[src/rtl/dbgctl_pkg.sv]
package dbgctl_pkg;
   localparam int unsigned WIN_W = 32;
   // positions of locally stored bits
   localparam int unsigned POS_STEP      = 0;
   localparam int unsigned POS_CHAN_TRAP = 12;
   localparam int unsigned POS_LOCAL_EN  = 13;
   localparam int unsigned POS_MON_EN    = 15;
   // optional windows
   localparam int unsigned POS_FILT_OVR  = 31;
   localparam int unsigned POS_SAMPLE    = 19;
   // always-present windows: 30,29,27,26,23,22,21,14,6
   localparam logic [WIN_W-1:0] WIN_BASE   = 32'h6CE0_4040;
   localparam logic [WIN_W-1:0] LOCAL_KEEP = (32'd1 << POS_STEP) | (32'd1 << POS_CHAN_TRAP)
                                           | (32'd1 << POS_LOCAL_EN) | (32'd1 << POS_MON_EN);
   localparam logic [WIN_W-1:0] LOCAL_HIDE = (32'd1 << POS_STEP) | (32'd1 << POS_LOCAL_EN);

   function automatic logic [WIN_W-1:0] window_mask(input bit has_filt, input bit has_sample);
      logic [WIN_W-1:0] m;
      m = WIN_BASE;
      if (has_filt)   m[POS_FILT_OVR] = 1'b1;
      if (has_sample) m[POS_SAMPLE]   = 1'b1;
      return m;
   endfunction
endpackage

[src/rtl/dbgctl_local_bits.sv]
module dbgctl_local_bits #(
   parameter int unsigned      W    = 32,
   parameter logic [W-1:0]     KEEP = '0,
   parameter logic [W-1:0]     HIDE = '0
) (
   input  logic         clk,
   input  logic         rst_n,
   input  logic         wr_en,
   input  logic [W-1:0] wr_data,
   input  logic         narrow,
   output logic [W-1:0] view
);
   for (genvar b = 0; b < W; b++) begin : g_bit
      if (KEEP[b]) begin : g_store
         logic q;
         always_ff @(posedge clk or negedge rst_n) begin
            if (!rst_n)     q <= 1'b0;
            else if (wr_en) q <= wr_data[b];
         end
         if (HIDE[b]) begin : g_hide
            assign view[b] = q & ~narrow;
         end else begin : g_show
            assign view[b] = q;
         end
      end else begin : g_none
         assign view[b] = 1'b0;
      end
   end
endmodule

[src/rtl/dbgctl_window_port.sv]
module dbgctl_window_port #(
   parameter int unsigned  W    = 32,
   parameter logic [W-1:0] MASK = '0
) (
   input  logic         lock,
   input  logic         wr_en,
   input  logic [W-1:0] wr_data,
   input  logic [W-1:0] ext_rd,
   output logic         ext_wr,
   output logic [W-1:0] ext_wmask,
   output logic [W-1:0] ext_wdata,
   output logic [W-1:0] view
);
   // writes pass only while the lock is held; reads always pass
   assign ext_wr    = wr_en & lock;
   assign ext_wmask = MASK;
   assign ext_wdata = wr_data & MASK;
   assign view      = ext_rd & MASK;
endmodule

[src/rtl/dbgctl_read_join.sv]
module dbgctl_read_join #(
   parameter int unsigned CTL_W = 64,
   parameter int unsigned W     = 32
) (
   input  logic [W-1:0]     local_view,
   input  logic [W-1:0]     win_view,
   output logic [CTL_W-1:0] rdata
);
   assign rdata[W-1:0] = local_view | win_view;
   if (CTL_W > W) begin : g_upper
      assign rdata[CTL_W-1:W] = '0;
   end
endmodule

[src/rtl/dbgctl_lockreg.sv]
module dbgctl_lockreg
   import dbgctl_pkg::*;
#(
   parameter int unsigned CTL_W          = 64,
   parameter bit          HAS_FILT_OVR   = 1'b1,
   parameter bit          HAS_SAMPLE_CTL = 1'b0
) (
   input  logic              clk,
   input  logic              rst_n,
   input  logic              reg_wr,
   input  logic [CTL_W-1:0]  reg_wdata,
   output logic [CTL_W-1:0]  reg_rdata,
   input  logic              os_lock,
   input  logic              tgt_narrow,
   input  logic [WIN_W-1:0]  ext_rdata,
   output logic              ext_wr,
   output logic [WIN_W-1:0]  ext_wmask,
   output logic [WIN_W-1:0]  ext_wdata
);
   localparam logic [WIN_W-1:0] WMASK = window_mask(HAS_FILT_OVR, HAS_SAMPLE_CTL);

   if (CTL_W < WIN_W) begin : g_bad_width
      $error("dbgctl_lockreg: CTL_W must be at least %0d", WIN_W);
   end
   if ((WMASK & LOCAL_KEEP) != '0) begin : g_bad_overlap
      $error("dbgctl_lockreg: window and local bit sets overlap");
   end

   logic [WIN_W-1:0] local_view;
   logic [WIN_W-1:0] win_view;

   dbgctl_local_bits #(.W(WIN_W), .KEEP(LOCAL_KEEP), .HIDE(LOCAL_HIDE)) u_local (
      .clk     (clk),
      .rst_n   (rst_n),
      .wr_en   (reg_wr),
      .wr_data (reg_wdata[WIN_W-1:0]),
      .narrow  (tgt_narrow),
      .view    (local_view)
   );

   dbgctl_window_port #(.W(WIN_W), .MASK(WMASK)) u_win (
      .lock      (os_lock),
      .wr_en     (reg_wr),
      .wr_data   (reg_wdata[WIN_W-1:0]),
      .ext_rd    (ext_rdata),
      .ext_wr    (ext_wr),
      .ext_wmask (ext_wmask),
      .ext_wdata (ext_wdata),
      .view      (win_view)
   );

   dbgctl_read_join #(.CTL_W(CTL_W), .W(WIN_W)) u_join (
      .local_view (local_view),
      .win_view   (win_view),
      .rdata      (reg_rdata)
   );
endmodule

[config.mk]
export PLATFORM = sky130hd
export DESIGN_NAME = dbgctl_lockreg
export DESIGN_NICKNAME = d
export VERILOG_FILES = /design/src/rtl/dbgctl_pkg.sv /design/src/rtl/dbgctl_local_bits.sv /design/src/rtl/dbgctl_window_port.sv /design/src/rtl/dbgctl_read_join.sv /design/src/rtl/dbgctl_lockreg.sv
export SDC_FILE = /design/constraint.sdc
export NUM_CORES = 1
export LEC_CHECK = 0
export CORE_AREA = 2 2 90 92
export DETAILED_ROUTE_END_ITERATION = 6
export DIE_AREA = 0 0 92 94
export GPL_TIMING_DRIVEN = 0
export PLACE_DENSITY = 0.78
export REMOVE_ABC_BUFFERS = 1
export SYNTH_ARGS = -nofsm -noshare
export SYNTH_HDL_FRONTEND = slang
export SYNTH_SLANG_ARGS = --single-unit
[constraint.sdc]
create_clock -name clk -period 0.8 [get_ports clk]
set_input_delay 0.2 -clock clk [delete_from_list [all_inputs] [get_ports clk]]
set_output_delay 0.2 -clock clk [all_outputs]
set_load 0.1 [all_outputs]
### Word-level counts from Yosys, hierarchy flattened

Cells that the tools add are included.
Widths: inputs -> output; s select.

| operators by class | value |
|---|---|
| bitwise gates (word level) | 5 |

Operator list:

| operator | count |
|---|---|
| $or 16x32->32 | 1 |
| $and 1x1->1 | 3 |
| $not 1->1 | 1 |

| storage, ports and cells | value |
|---|---|
| bits of input ports | 101 |
| word-level logic and storage cells | 9 |
| output and inout port bits | 129 |
| register bits after elaboration | 4 |

### Logic depth before layout (Yosys ltp)

| logic depth | value |
|---|---|
| depth in word-level cells | 3 |
| depth in mapped cells | 1 |
| mapped depth without buffers | 1 |

### Hierarchy

A second synthesis with hierarchy kept.

| unflattened totals | value |
|---|---|
| cell total of the unflattened synthesis | 205 |
| area total of the unflattened synthesis | 1565.3 µm² |

By module, submodules not included:

| module | cells an instance | sequential area each (µm²) | instances | area each (µm²) |
|---|---|---|---|---|
| dbgctl_window_port | 99 | 0.0 | 1 | 734.5 |
| dbgctl_read_join | 65 | 0.0 | 1 | 444.2 |
| dbgctl_local_bits | 41 | 100.1 | 1 | 386.6 |

### Worst setup path before layout

Ideal clock, no wire load.

| timing | value |
|---|---|
| kind | register to output |
| start point | register u_local.g_bit[0].g_store.q |
| end point | output port reg_rdata[0] |
| data arrival time | 1.673 ns |
| path buffers | 0 |
| required time | 0.600 ns |
| cell stages (with the launch flop) | 2 |
| setup slack | -1.073 ns |
| path through | dfrtp_1 nor2b_1 |

| between the ends | value |
|---|---|
| cells in the longest elaborated chain, start to end | 2 |

RTL lines:

| what | RTL line | RTL |
|---|---|---|
| start, declared | dbgctl_local_bits.sv:15 | `logic q;` |
| start signal, assigned | dbgctl_local_bits.sv:18 | `else if (wr_en) q <= wr_data[b];` |
| $and 1x1->1 | dbgctl_local_bits.sv:21 | `assign view[b] = q & ~narrow;` |
| $or 16x32->32 | dbgctl_read_join.sv:9 | `assign rdata[W-1:0] = local_view \| win_view;` |
| end, declared | dbgctl_lockreg.sv:12 | `output logic [CTL_W-1:0] reg_rdata,` |

No other way between the ends.

### Final worst setup path

Ends and elaborated chain as after synthesis.

==> metrics.txt <==
Layout Area Growth over Synthesis -15.2%; total die area 0.00865 sq mm; CTS Buf Count 3; antenna cells 0; Post-synth EDFFs 0; die width 92 um; H-tree depth 1; crit path kind reg2out; ys async rst share 1.00; Max-Cap Viols 0; Post-DRT Antenna Nets 0; initial antenna violation count 0; slowest cell on the critical path dfrtp_1; Synth cell types 6; gate count after technology mapping 139; final worst setup slack -0.294 ns; design area 948 sq um; clock-pin slew on the worst setup and hold paths 0.03 ns; CP Capture Type output port; drt initial violations 16; overall power 3.14 mW; max reg flops 4; fillcell total 896; # DRC 0; core area 0.00761 sq mm; LEAKAGE 0.538 nW; sequential cell area 100 sq um; Worst Skew 0 ns; Final period util 1.37; Vias 486; I/O Buffers 13; Detailed Place HPWL 1.93 mm; Synth top area share 0.846; footprint of the multi-input gates 472 sq um; Cell Chain, Critical Path nor2b_4 -> buf_12; Max VDD drop 970 uV; NumNets Final 237; I/O pins 230; Post-CTS Hold Fix Bufs 0; maximum clock path buffer count 2; maximum clock rate 0.914 GHz; GR Overflow Total 0; startpoint class of the critical path flop; Hold Crit Class in2async; status finished with violations; crit path DAT 0.89 ns; CTS sink count 4; critical path's largest stage delay 0.33 ns; synth top area cells buf_4, dfrtp_1, mux2_2; clock root buffer master clkbuf_8; Synth Cell Area 0.00112 sq mm; clock latency on the worst-skew pair 0.22 ns; Die Height 94 um; largest net degree at the start of global routing 6; PD cells 3310 mW/mm^2; vias per cell 2.06; Cell Rows 32; count leader, synth buf_4; count of pins over their slew limit 0; crit-path max FO 2; Seq/Total Area, Yosys 0.0895; share of layout cells above drive strength 1 0.149; largest registers u_local.g_bit.g_store.q: 4 flops; via count of the first global-routing pass 261; effective utilization at floorplan 0.147; Area after DPL 813 sq um; failing checks setup timing; dominant cell type by area after synthesis buf_4; Synth top cells by count buf_4, dfrtp_1, mux2_2, conb_1, nor2b_1; RD Place Congestion 0.629; DRT Pass-1 Iters 2; GR Util All Layers 0.0415; CTS tree yes; register bit count reported by yosys 4; RSZ-0062 raised after global routing true; final hold vios 0; # setup viols final 5; syn avg cell area 8.05 sq um; first-pass GRT wire length 2.15 mm; Yosys Warn Count 0; WL per Instance 9.06 um; Reg with most FFs u_local.g_bit.g_store.q; Post-synth top flop dfrtp_1; minimum clock period 1.09 ns; WP data required 0.60 ns; Total Wirelength 2.14 mm
## worst max-delay path: cells and delay by family (launching register included)
kind	cells	cell delay (ns)
buf+inv	1	0.18
flops	1	0.33
simple gates	1	0.16
## what timing repair did
action	CTS	global route
setup endpoints to repair	9	5
buffers inserted	0	3
resized for setup	61	1
pin swaps	1	1
## cell type report
type,instances,area share
clock buffer,3,0.0435
multi-input combinational,111,0.497
sequential,4,0.106
tap,102,0.135
timing repair buffer,16,0.219
## layout by cell type, fill, tap and decap left out
cell / instances
clkdlybuf4s50_1: 5
buf_12: 5
clkbuf_8: 3
and2_4: 1
buf_6: 1
dlygate4sd2_1: 1
buf_4: 3
buf_8: 1
mux2_2: 4
nor2b_4: 2
conb_1: 104
dfrtp_1: 4
## where the power goes
part | total, mW | switching (mW) | internal, mW
clock network | 0.429 | 0.108 | 0.321
logic | 2.47 | 2.31 | 0.159
registers | 0.239 | 0.0152 | 0.224
total | 3.14 | 2.44 | 0.704
## cells by family (layout without fill, tap and decap cells)
group,Yosys count,count (layout),share of synthesized area
buf+inv,126,19,0.846
mux,4,4,0.0403
flops,4,4,0.0895
simple gates,3,3,0.0179
other cells,2,104,0.00671
## final timing paths
kind                            cells past startpoint  slack [ns]                     endpoint                         from
max in group asynchronous                           1        0.45  u_local.g_bit[13].g_store.q                        rst_n
worst max-delay path                                2       -0.29                 reg_rdata[0]   u_local.g_bit[0].g_store.q
min in group clk                                    3        0.31  u_local.g_bit[13].g_store.q                       reg_wr
worst max register to register                      2       -0.06   u_local.g_bit[0].g_store.q   u_local.g_bit[0].g_store.q
worst min register to register                      1        0.50  u_local.g_bit[13].g_store.q  u_local.g_bit[13].g_store.q
worst min-delay path                                1        0.18  u_local.g_bit[12].g_store.q                        rst_n
## per-layer routing
metal / part of all wire / wire [um] / global-route usage
met5: 0 / 0 / 0.0192
met2: 0.37 / 795 / 0.0349
met3: 0.43 / 911 / 0.0947
met4: 0.024 / 51 / 0.0299
met1: 0.18 / 381 / 0.0208
## metrics by stage
stage	hold slack (ns)	setup WS (ns)	setup TNS [ns]	utilization	cells
3_5_place_dp	0.401	-1.50	-7.73	0.107	230
4_1_cts	0.182	-0.300	-1.02	0.121	233
3_3_place_gp	0.401	-1.49	-7.64	0.107	230
5_1_grt	0.189	-0.334	-1.16	0.125	236
2_1_floorplan	-0.0956	-1.07	-3.70	-	115
6_report	0.183	-0.294	-1.03	0.125	236
No activity file was read; power rests on OpenSTA's default activity.
